`config.mk`:
```
export PLATFORM = sky130hd
export DESIGN_NAME = quad_counter
export DESIGN_NICKNAME = d
export VERILOG_FILES = /design/src/rtl/qc_pkg.sv /design/src/rtl/qc_in_cond.sv /design/src/rtl/qc_decode.sv /design/src/rtl/qc_core.sv /design/src/rtl/quad_counter.sv
export SDC_FILE = /design/constraint.sdc
export NUM_CORES = 1
export LEC_CHECK = 0
export CAP_MARGIN = 30
export CORE_MARGIN = 2
export CORE_UTILIZATION = 46
export CTS_BUF_LIST = sky130_fd_sc_hd__clkbuf_2 sky130_fd_sc_hd__clkbuf_4 sky130_fd_sc_hd__clkbuf_8
export DETAILED_ROUTE_END_ITERATION = 7
export GPL_TIMING_DRIVEN = 0
export PLACE_DENSITY = 0.69
export SYNTH_ARGS = -nofsm -noshare
export SYNTH_HDL_FRONTEND = slang
export SYNTH_HIERARCHICAL = 1
export SYNTH_SLANG_ARGS = --single-unit
```
`constraint.sdc`:
```
create_clock -name clk -period 3.6 [get_ports clk]
set_input_delay 0.72 -clock clk [delete_from_list [all_inputs] [get_ports clk]]
set_output_delay 0.72 -clock clk [all_outputs]
set_load 0.005 [all_outputs]
```
`src/rtl/qc_pkg.sv`:
```
package qc_pkg;
  localparam int ADDR_W  = 3;
  localparam int MODE_W  = 6;
  localparam int TGL_BIT = 8;

  typedef enum logic [1:0] {
    CM_NORMAL = 2'd0,
    CM_X1     = 2'd1,
    CM_X2     = 2'd2,
    CM_X4     = 2'd3
  } clk_mode_e;

  typedef struct packed {
    logic      trig_wrap;
    logic      trig_idx;
    logic      dir_dn;
    logic      cnt_en;
    clk_mode_e cm;
  } mode_t;

  localparam logic [ADDR_W-1:0] A_CNT_LO = 3'd0;
  localparam logic [ADDR_W-1:0] A_CNT_HI = 3'd1;
  localparam logic [ADDR_W-1:0] A_P0_LO  = 3'd2;
  localparam logic [ADDR_W-1:0] A_P0_HI  = 3'd3;
  localparam logic [ADDR_W-1:0] A_P1_LO  = 3'd4;
  localparam logic [ADDR_W-1:0] A_P1_HI  = 3'd5;
  localparam logic [ADDR_W-1:0] A_MODE   = 3'd6;
  localparam logic [ADDR_W-1:0] A_CMD    = 3'd7;
endpackage

```
`src/rtl/qc_in_cond.sv`:
```
module qc_in_cond #(
  parameter int NUM      = 3,
  parameter int FILT_LEN = 3
) (
  input  logic           clk,
  input  logic           rst_n,
  input  logic [NUM-1:0] raw_i,
  output logic [NUM-1:0] sync_o,
  output logic [NUM-1:0] filt_o
);
  localparam int CW = $clog2(FILT_LEN + 1);

  for (genvar g = 0; g < NUM; g++) begin : g_ch
    logic [1:0]    sreg;
    logic          flt;
    logic [CW-1:0] run;

    always_ff @(posedge clk or negedge rst_n) begin
      if (!rst_n) begin
        sreg <= '0;
        flt  <= 1'b0;
        run  <= '0;
      end else begin
        sreg <= {sreg[0], raw_i[g]};
        if (sreg[1] == flt) begin
          run <= '0;
        end else if (run == CW'(FILT_LEN - 1)) begin
          flt <= sreg[1];
          run <= '0;
        end else begin
          run <= run + CW'(1);
        end
      end
    end

    assign sync_o[g] = sreg[1];
    assign filt_o[g] = flt;
  end
endmodule

```
`src/rtl/qc_decode.sv`:
```
module qc_decode import qc_pkg::*; (
  input  logic      clk,
  input  logic      rst_n,
  input  logic      a_i,
  input  logic      b_i,
  input  logic      idx_i,
  input  clk_mode_e cm_i,
  input  logic      dir_dn_i,
  output logic      step_o,
  output logic      up_o,
  output logic      idx_rise_o
);
  logic pa, pb, pidx;

  always_ff @(posedge clk or negedge rst_n) begin
    if (!rst_n) begin
      pa   <= 1'b0;
      pb   <= 1'b0;
      pidx <= 1'b0;
    end else begin
      pa   <= a_i;
      pb   <= b_i;
      pidx <= idx_i;
    end
  end

  // returns {step, up} for one phase sample pair
  function automatic logic [1:0] quad_event(clk_mode_e cm, logic dn,
                                            logic qa, logic qb,
                                            logic a, logic b);
    logic da, db;
    logic [1:0] r;
    da = a ^ qa;
    db = b ^ qb;
    r  = 2'b00;
    case (cm)
      CM_NORMAL: r = {a & ~qa, ~dn};
      CM_X1:     r = {da & ~db & ~b, a};
      CM_X2:     r = {da & ~db, a ^ b};
      default:   r = {da ^ db, a ^ qb};
    endcase
    return r;
  endfunction

  always_comb begin
    {step_o, up_o} = quad_event(cm_i, dir_dn_i, pa, pb, a_i, b_i);
    idx_rise_o     = idx_i & ~pidx;
  end
endmodule

```
`src/rtl/qc_core.sv`:
```
module qc_core #(
  parameter int CNT_W = 24
) (
  input  logic             clk,
  input  logic             rst_n,
  input  logic             step_i,
  input  logic             up_i,
  input  logic             en_i,
  input  logic             idx_rise_i,
  input  logic             trig_idx_i,
  input  logic             trig_wrap_i,
  input  logic             sw_load_i,
  input  logic             tgl_clr_i,
  input  logic [CNT_W-1:0] pre0_i,
  input  logic [CNT_W-1:0] pre1_i,
  output logic [CNT_W-1:0] count_o,
  output logic             tgl_o,
  output logic             tc_o,
  output logic             step_ok_o,
  output logic             load_evt_o,
  output logic             wrap_o
);
  logic ext_load;

  function automatic logic [CNT_W-1:0] next_count(logic [CNT_W-1:0] cur, logic up);
    return up ? cur + CNT_W'(1) : cur - CNT_W'(1);
  endfunction

  function automatic logic at_edge(logic [CNT_W-1:0] cur, logic up);
    return up ? (&cur) : ~(|cur);
  endfunction

  always_comb begin
    ext_load   = sw_load_i | (idx_rise_i & trig_idx_i);
    step_ok_o  = step_i & en_i & ~ext_load;
    wrap_o     = step_ok_o & at_edge(count_o, up_i);
    load_evt_o = ext_load | (wrap_o & trig_wrap_i);
  end

  always_ff @(posedge clk or negedge rst_n) begin
    if (!rst_n) begin
      count_o <= '0;
      tgl_o   <= 1'b0;
      tc_o    <= 1'b0;
    end else begin
      tc_o <= wrap_o;
      if (load_evt_o)
        count_o <= tgl_o ? pre1_i : pre0_i;
      else if (step_ok_o)
        count_o <= next_count(count_o, up_i);
      if (tgl_clr_i)
        tgl_o <= 1'b0;
      else if (load_evt_o)
        tgl_o <= ~tgl_o;
    end
  end
endmodule

```
`src/rtl/quad_counter.sv`:
```
module quad_counter import qc_pkg::*; #(
  parameter int CNT_W    = 24,
  parameter int BUS_W    = 16,
  parameter int FILT_LEN = 3
) (
  input  logic              clk,
  input  logic              rst_n,
  input  logic              enc_a,
  input  logic              enc_b,
  input  logic              enc_idx,
  input  logic              bus_wr,
  input  logic              bus_rd,
  input  logic [ADDR_W-1:0] bus_addr,
  input  logic [BUS_W-1:0]  bus_wdata,
  output logic [BUS_W-1:0]  bus_rdata,
  output logic [CNT_W-1:0]  cnt_value,
  output logic              tc_pulse
);
  localparam int HI_W = CNT_W - BUS_W;

  // named internal events, observed by the bound checker
  logic [2:0]       sync_v, filt_v;
  logic             step_w, up_w, idx_rise_w;
  logic             step_ok_w, load_evt_w, wrap_w;
  logic             tgl_w, sw_load_w, tgl_clr_w, rd_lo_w;
  mode_t            mode_q;
  logic [CNT_W-1:0] pre0_q, pre1_q, snap_q;

  qc_in_cond #(.NUM(3), .FILT_LEN(FILT_LEN)) u_in (
    .clk   (clk),
    .rst_n (rst_n),
    .raw_i ({enc_idx, enc_b, enc_a}),
    .sync_o(sync_v),
    .filt_o(filt_v)
  );

  qc_decode u_dec (
    .clk       (clk),
    .rst_n     (rst_n),
    .a_i       (filt_v[0]),
    .b_i       (filt_v[1]),
    .idx_i     (filt_v[2]),
    .cm_i      (mode_q.cm),
    .dir_dn_i  (mode_q.dir_dn),
    .step_o    (step_w),
    .up_o      (up_w),
    .idx_rise_o(idx_rise_w)
  );

  qc_core #(.CNT_W(CNT_W)) u_core (
    .clk        (clk),
    .rst_n      (rst_n),
    .step_i     (step_w),
    .up_i       (up_w),
    .en_i       (mode_q.cnt_en),
    .idx_rise_i (idx_rise_w),
    .trig_idx_i (mode_q.trig_idx),
    .trig_wrap_i(mode_q.trig_wrap),
    .sw_load_i  (sw_load_w),
    .tgl_clr_i  (tgl_clr_w),
    .pre0_i     (pre0_q),
    .pre1_i     (pre1_q),
    .count_o    (cnt_value),
    .tgl_o      (tgl_w),
    .tc_o       (tc_pulse),
    .step_ok_o  (step_ok_w),
    .load_evt_o (load_evt_w),
    .wrap_o     (wrap_w)
  );

  assign sw_load_w = bus_wr && (bus_addr == A_CMD) && bus_wdata[0];
  assign tgl_clr_w = bus_wr && (bus_addr == A_CMD) && bus_wdata[1];
  assign rd_lo_w   = bus_rd && (bus_addr == A_CNT_LO);

  always_ff @(posedge clk or negedge rst_n) begin
    if (!rst_n) begin
      mode_q <= '0;
      pre0_q <= '0;
      pre1_q <= '0;
      snap_q <= '0;
    end else begin
      if (rd_lo_w)
        snap_q <= cnt_value;
      if (bus_wr) begin
        case (bus_addr)
          A_P0_LO: pre0_q[BUS_W-1:0]     <= bus_wdata;
          A_P0_HI: pre0_q[CNT_W-1:BUS_W] <= bus_wdata[HI_W-1:0];
          A_P1_LO: pre1_q[BUS_W-1:0]     <= bus_wdata;
          A_P1_HI: pre1_q[CNT_W-1:BUS_W] <= bus_wdata[HI_W-1:0];
          A_MODE:  mode_q                <= mode_t'(bus_wdata[MODE_W-1:0]);
          default: ;
        endcase
      end
    end
  end

  function automatic logic [BUS_W-1:0] hi_word(logic [CNT_W-1:0] v);
    return BUS_W'(v[CNT_W-1:BUS_W]);
  endfunction

  always_comb begin
    bus_rdata = '0;
    case (bus_addr)
      A_CNT_LO: bus_rdata = cnt_value[BUS_W-1:0];
      A_CNT_HI: bus_rdata = hi_word(snap_q);
      A_P0_LO:  bus_rdata = pre0_q[BUS_W-1:0];
      A_P0_HI:  bus_rdata = hi_word(pre0_q);
      A_P1_LO:  bus_rdata = pre1_q[BUS_W-1:0];
      A_P1_HI:  bus_rdata = hi_word(pre1_q);
      A_MODE: begin
        bus_rdata[MODE_W-1:0] = mode_q;
        bus_rdata[TGL_BIT]    = tgl_w;
      end
      default:  bus_rdata = '0;
    endcase
  end
endmodule

```
# [Word-level counts from Yosys, hierarchy flattened]
# Index checks and enable logic that the tools add are counted.
[totals] input_bits=26 ff_bits=122 out_inout_bits=41 word_cells=108
[classes] n_addsub=5 reduce_logical=18 n_bitwise=27 mux=18 eq_ne=15
[op_table] operator="2-to-1 mux 24 bit" count=4
[op_table] operator="one-hot mux 6 bit (7 select lines)" count=1
[op_table] operator="adder 24 x 1 -> 24 bit, second input constant" count=1
[op_table] operator="AND reduction 24 bit" count=1
[op_table] operator="OR reduction 24 bit" count=1
[op_table] operator="subtractor 24 x 1 -> 24 bit, second input constant" count=1
[op_table] operator="one-hot mux 7 bit (3 select lines)" count=1
[op_table] operator="AND reduction 2 bit" count=8
[op_table] operator="== test 3 bit, second input constant" count=4
[op_table] operator="2-to-1 mux 2 bit" count=6
[op_table] operator="one-hot mux 2 bit (6 select lines)" count=1
[op_table] operator="inverter 1 bit" count=11
[op_table] operator="AND 1 bit" count=9
[op_table] operator="== test 2 bit, second input constant" count=4
[op_table] operator="adder 2 x 1 -> 2 bit, second input constant" count=3
[op_table] operator="== test 3 x 2 -> 1 bit, second input constant" count=2
[op_table] operator="one-hot mux 2 bit (3 select lines)" count=1
[op_table] operator="bitwise XOR 1 bit" count=5
[op_table] operator="logical AND 1 bit" count=4
[op_table] operator="one-hot mux 1 bit (4 select lines)" count=1
[op_table] operator="nonzero test 2 bit" count=2
[op_table] operator="== test 1 bit" count=3
[op_table] operator="== test 3 x 1 -> 1 bit, second input constant" count=1
[op_table] operator="logical NOT 3 bit" count=1
[op_table] operator="other kinds (4)" count=7

# [Depth between registers and ports, before layout]
[logic_depth] depth_word=12 depth_mapped=14 depth_no_buf=13

# [By module]
# Netlist, hierarchy kept.
[by_module_without_submodules] mod="quad_counter" area_per_inst_um2=3158.0 cells_per_inst=233 seq_area_each_um2=1551.5 instances=1
[by_module_without_submodules] mod="qc_core" area_per_inst_um2=2706.3 cells_per_inst=323 seq_area_each_um2=650.6 instances=1
[by_module_without_submodules] mod="qc_in_cond" area_per_inst_um2=570.5 cells_per_inst=36 seq_area_each_um2=375.4 instances=1
[by_module_without_submodules] mod="qc_decode" area_per_inst_um2=209.0 cells_per_inst=23 seq_area_each_um2=75.1 instances=1

# [Worst setup path after synthesis]
# OpenSTA, ideal clock, no wires.
[synth_timing] kind="register to register" startpoint="register u_in.g_ch[0].flt" endpoint="register u_core.count_o[23]" path_stages_with_launch=15 slack_ns=0.164 t_arrival_ns=3.312 setup_time_ns=0.124 period_less_slack_ns=3.436 required_ns=3.476 path_buffers=1 cell_sequence="dfrtp_1 -> buf_4 -> xnor2_1 -> and2_0 -> a211oi_2 -> inv_1 -> ha_1 -> a21oi_4 -> o21ai_0 -> a211oi_2 -> o211ai_2 -> a41o_1 -> xnor2_1 -> o21a_1 -> o31a_1"
[synth_between] word_cells_on_any_way=18 classes_between="mux: 5; bitwise: 12; reduce/logical: 1"
[synth_lines] item="start: declaration" line="qc_in_cond.sv:15" rtl="logic flt;"
[synth_lines] item="start signal: assignment" line="qc_in_cond.sv:28" rtl="flt <= sreg[1];"
[synth_lines] item="bitwise XOR 1 bit (on tied branches)" line="qc_decode.sv:40, qc_decode.sv:39"
[synth_lines] item="one-hot mux 2 bit (3 select lines) *" line="qc_decode.sv:36" rtl="case (cm)"
[synth_lines] item="via up_w" line="quad_counter.sv:23" rtl="logic step_w, up_w, idx_rise_w;"
[synth_lines] item="2-to-1 mux 1 bit" line="qc_core.sv:30" rtl="return up ? (&cur) : ~(|cur);"
[synth_lines] item="AND 1 bit" line="qc_core.sv:36" rtl="wrap_o = step_ok_o & at_edge(count_o, up_i);"
[synth_lines] item="AND 1 bit" line="qc_core.sv:37" rtl="load_evt_o = ext_load | (wrap_o & trig_wrap_i);"
[synth_lines] item="OR 1 bit" line="qc_core.sv:37"
[synth_lines] item="2-to-1 mux 24 bit or nonzero test 2 bit (tied branches)"
[synth_lines] item="end signal: assignment" line="qc_core.sv:48" rtl="count_o <= tgl_o ? pre1_i : pre0_i;"
[synth_lines] item="end signal: assignment" line="qc_core.sv:50" rtl="count_o <= next_count(count_o, up_i);"
[synth_lines] item="end: declaration" line="qc_core.sv:16" rtl="output logic [CNT_W-1:0] count_o,"
# Mark *: on every way through the listed nets, which the timed path passes. The rest lies on a longest branch. The select of a mux whose other input is x is not followed.
# A chain may end at the register's enable or synchronous reset.

# [Worst setup path in the final report]
[layout_timing] startpoint="register u_in.g_ch[0].flt" endpoint="register u_core.count_o[16]"
# Same word-level chain as after synthesis.

==> flow_summary.html <==
<table>
<tr><th>Metric</th><th>Value</th></tr>
<tr><th colspan="2">Power</th></tr>
<tr><td>Cell leakage power</td><td>0.00335 uW</td></tr>
<tr><td>Peak ir drop on the vdd network</td><td>around 400 uV</td></tr>
<tr><td>Overall Power</td><td>roughly 8000 uW</td></tr>
<tr><td>Cell area power density</td><td>981 nW/um^2</td></tr>
<tr><th colspan="2">Die</th></tr>
<tr><td>Standard cell core area</td><td>14,000 um^2</td></tr>
<tr><td>Overall die width</td><td>~120 um</td></tr>
<tr><td>IO Count</td><td>67</td></tr>
<tr><td>Initial core utilization</td><td>0.473</td></tr>
<tr><td>Area of the die</td><td>about 15,000 um^2</td></tr>
<tr><td>Row count</td><td>43</td></tr>
<tr><td>Height of the chip</td><td>approximately 120 um</td></tr>
<tr><th colspan="2">Cells and area</th></tr>
<tr><td>Synthesis-to-layout area growth</td><td>22.8%</td></tr>
<tr><td>Ratio of cells with drive above 1 in the final layout</td><td>0.258</td></tr>
<tr><td>NumNets Final</td><td>760</td></tr>
<tr><td>Total inserted antenna cells</td><td>0</td></tr>
<tr><td>Final core utilization</td><td>0.581</td></tr>
<tr><td>Post-route standard cell area excluding fillers</td><td>approximately 8000 um^2</td></tr>
<tr><th colspan="2">Clock tree</th></tr>
<tr><td>Register clock-pin slew on the reported worst setup and hold paths</td><td>0.12 ns</td></tr>
<tr><td>Longest Clk Path Bufs</td><td>2</td></tr>
<tr><td>CTS H-Tree Depth</td><td>3</td></tr>
<tr><td>CTS tree</td><td>built</td></tr>
<tr><td>Sink count of the clock tree</td><td>about 110</td></tr>
<tr><td>Skew-Pair Late Insertion Delay</td><td>roughly 0.4 ns</td></tr>
<tr><td>Number of buffers created by CTS</td><td>9</td></tr>
<tr><td>CTS Hold Bufs</td><td>0</td></tr>
<tr><td>Clock root buffer</td><td>sky130_fd_sc_hd__clkbuf_8</td></tr>
<tr><th colspan="2">Drt</th></tr>
<tr><td>Number of nets with antenna violations after routing</td><td>0</td></tr>
<tr><td>Total Routed Length</td><td>~20,000 um</td></tr>
<tr><td>Detailed-route wire length per cell</td><td>22.4 um</td></tr>
<tr><td>Post-route DRC violation count</td><td>0</td></tr>
<tr><td>Drt first-iter violations</td><td>~450</td></tr>
<tr><td>Routed via count</td><td>~5,600</td></tr>
<tr><td>Via density</td><td>around 6.2</td></tr>
<tr><td>First-pass DRT Iterations</td><td>5</td></tr>
<tr><th colspan="2">Timing</th></tr>
<tr><td>Fraction of the cycle the final worst path needs</td><td>1.00</td></tr>
<tr><td>Worst Hold Margin</td><td>0.277 ns</td></tr>
<tr><td>Clk_skew</td><td>roughly 0.021 ns</td></tr>
<tr><td>Final hold vios</td><td>0</td></tr>
<tr><td>Final number of setup-violating endpoints</td><td>1</td></tr>
<tr><td>Worst-case setup margin in the final layout</td><td>-0.0161 ns</td></tr>
<tr><td>Slew Limit Fails</td><td>0</td></tr>
<tr><td>Worst-case headroom to the max-slew limit</td><td>0.342</td></tr>
<tr><td>Tmin final</td><td>about 3.6 ns</td></tr>
<tr><td>Measured slew at the worst slew-check pin</td><td>0.988 ns</td></tr>
<tr><td>Setup repair after global routing missed its margin</td><td>true</td></tr>
<tr><td>Top achievable clock speed</td><td>277 MHz</td></tr>
<tr><th colspan="2">Critical path</th></tr>
<tr><td>Worst Setup Path Type</td><td>reg -&gt; reg</td></tr>
<tr><td>Critical path startpoint category</td><td>register</td></tr>
<tr><td>Cells traversed along the worst timing path</td><td>xnor2_1, and2_4, a211oi_4, clkinvlp_4, buf_12, fa_2, a21o_1, a31oi_2, o21ai_2, a21o_1, a221oi_4, o31a_1, mux2i_1, o311a_1</td></tr>
<tr><td>Highest cell delay on the worst timing path</td><td>about 0.47 ns</td></tr>
<tr><td>Slowest CP cell</td><td>sky130_fd_sc_hd__dfrtp_2</td></tr>
<tr><td>Nature of the critical path endpoint</td><td>register</td></tr>
<tr><td>Max Fanout on Critical Path</td><td>6</td></tr>
<tr><td>CP Data Arrival Time</td><td>a little under 4 ns</td></tr>
<tr><td>Required time of the critical path</td><td>just under 4 ns</td></tr>
<tr><td>Combined buffer and inverter count along the critical path</td><td>2</td></tr>
<tr><td>Dominant delay contributor by cell family on the critical path</td><td>compound AO/OA/AOI/OAI gates</td></tr>
<tr><td>Cell type with the highest occurrence count on the critical path</td><td>sky130_fd_sc_hd__a21o_1</td></tr>
<tr><th colspan="2">Outcome</th></tr>
<tr><td>Violated checks</td><td>setup timing</td></tr>
<tr><td>Status</td><td>finished with violations</td></tr>
<tr><th colspan="2">Placement</th></tr>
<tr><td>Post-detail-place hpwl</td><td>14,100 um</td></tr>
<tr><td>Worst-case setup slack after placement</td><td>-0.495 ns</td></tr>
<tr><td>Placement-stage cell area</td><td>approximately 7500 um^2</td></tr>
<tr><td>Port Buffer Count</td><td>63</td></tr>
<tr><td>Final weighted congestion in routability-driven placement</td><td>about 0.9</td></tr>
<tr><th colspan="2">Synthesis</th></tr>
<tr><td>Synthesized instance count</td><td>approximately 600</td></tr>
<tr><td>Avg Cell Area, Syn</td><td>~11 um^2</td></tr>
<tr><td>Synthesized area</td><td>approximately 6600 um^2</td></tr>
<tr><td>Synth warnings</td><td>6</td></tr>
<tr><td>Post-synthesis net count</td><td>662</td></tr>
<tr><th colspan="2">GRT</th></tr>
<tr><td>Global routing usage summed across all routing layers</td><td>0.268</td></tr>
<tr><td>Remaining global-route overflow</td><td>0</td></tr>
<tr><td>Via count of the first global-routing pass</td><td>5,539</td></tr>
<tr><td>Initial antenna violation count</td><td>0</td></tr>
<tr><td>Pin count of the biggest net entering global routing</td><td>75</td></tr>
<tr><td>First-pass GRT wire length</td><td>roughly 31,000 um</td></tr>
<tr><th colspan="2">Run</th></tr>
<tr><td>Max cap viols</td><td>0</td></tr>
<tr><th colspan="2">Worst hold path</th></tr>
<tr><td>Path type of the worst min-delay path</td><td>in -&gt; async</td></tr>
</table>
-- final timing paths --
path | start | endpoint | slack (ns) | cells after the start
setup / recovery | u_in/g_ch[0].flt$_DFFE_PN0P_ | u_core/count_o[16]$_DFFE_PN0P_ | -0.02 | 14
hold / removal | rst_n | u_core/count_o[17]$_DFFE_PN0P_ | 0.28 | 1
setup reg to reg | u_in/g_ch[0].flt$_DFFE_PN0P_ | u_core/count_o[16]$_DFFE_PN0P_ | -0.02 | 14
hold reg to reg | u_in/g_ch[1].sreg[0]$_DFF_PN0_ | u_in/g_ch[1].sreg[1]$_DFF_PN0_ | 0.37 | 0
max in group asynchronous | rst_n | mode_q[0]$_DFFE_PN0P_ | 2.58 | 2
min in group clk | u_in/g_ch[1].sreg[0]$_DFF_PN0_ | u_in/g_ch[1].sreg[1]$_DFF_PN0_ | 0.37 | 0
-- registers in the layout, indices dropped and copies added (netlist names) --
name            cells
pre1_q             24
u_core/tgl_o        1
u_in/g_ch.flt       3
u_core/tc_o         1
u_dec/pb            1
mode_q              6
pre0_q             24
u_in/g_ch.sreg      6
u_dec/pa            1
snap_q              8
u_in/g_ch.run       6
u_dec/pidx          1
u_core/count_o     24
-- cells in the final DEF, fill, tap and decap left out, types with 5 or more instances in the layout --
cell type                         count
sky130_fd_sc_hd__dfrtp_1            102
sky130_fd_sc_hd__clkdlybuf4s50_1     61
sky130_fd_sc_hd__nand2_1             47
sky130_fd_sc_hd__mux2i_1             38
sky130_fd_sc_hd__a21oi_1             38
sky130_fd_sc_hd__mux2_2              37
sky130_fd_sc_hd__nor2_1              31
sky130_fd_sc_hd__mux2_4              23
sky130_fd_sc_hd__buf_4               23
sky130_fd_sc_hd__xnor2_1             17
sky130_fd_sc_hd__a211oi_1            17
sky130_fd_sc_hd__nor3_1              16
sky130_fd_sc_hd__o21ai_0             14
sky130_fd_sc_hd__clkbuf_1            13
sky130_fd_sc_hd__a21o_1              11
sky130_fd_sc_hd__ha_1                10
sky130_fd_sc_hd__ha_2                10
sky130_fd_sc_hd__buf_6                9
sky130_fd_sc_hd__inv_1                9
sky130_fd_sc_hd__nand3_1              9
sky130_fd_sc_hd__clkbuf_8             9
sky130_fd_sc_hd__nor4_1               9
sky130_fd_sc_hd__buf_2                7
sky130_fd_sc_hd__mux4_2               7
sky130_fd_sc_hd__nand4_1              7
sky130_fd_sc_hd__and2_1               6
sky130_fd_sc_hd__nor2b_4              5
sky130_fd_sc_hd__or2_1                5
sky130_fd_sc_hd__a22oi_1              5
sky130_fd_sc_hd__a31oi_1              5
sky130_fd_sc_hd__o211ai_1             5
sky130_fd_sc_hd__mux2_1               5
sky130_fd_sc_hd__o21ai_2              5
sky130_fd_sc_hd__o31ai_1              5
-- area by class of cell --
cell class	instances	area, um^2
Tap cell	180	225
Clock buffer	9	124
Timing Repair Buffer	88	872
Inverter	10	41.3
Buffer	32	194
Sequential cell	106	2660
Multi-Input combinational cell	461	3910
Timing Repair inverter	1	7.51
Fill cell	1212	5860
Clock inverter	7	91.3
-- per-stage QoR --
| step | TNS [ns] | std cells |
|---|---|---|
| floorplan | 0 | 611 |
| global placement | -233.70 | 854 |
| detailed placement | -3.21 | 855 |
| CTS | -0.0405 | 881 |
| global route | -0.488 | 894 |
| finish | -0.0161 | 894 |
-- what timing repair did --
item	in CTS	in global routing
pin swaps	6	19
endpoints found under the setup margin	21	16
buffers inserted	9	14
gates cloned	1	1
gates resized for setup	19	33
-- metal layers --
layer	part of all wire	GRT usage	routed length [um]
met5	0	0	0
met4	0.026	0.0885	526
met3	0.067	0.0554	1350
met2	0.48	0.439	9630
met1	0.42	0.357	8500
-- power by group --
part | total [uW] | leakage [uW] | switching [uW] | internal, uW
Clock | 770 | 0.000105 | 489 | 281
Sequential | 2160 | 0.00126 | 574 | 1590
Combinational | 5040 | 0.00199 | 2550 | 2490
Total | 7970 | 0.00335 | 3610 | 4360
Power figures use the tool's default switching activity.
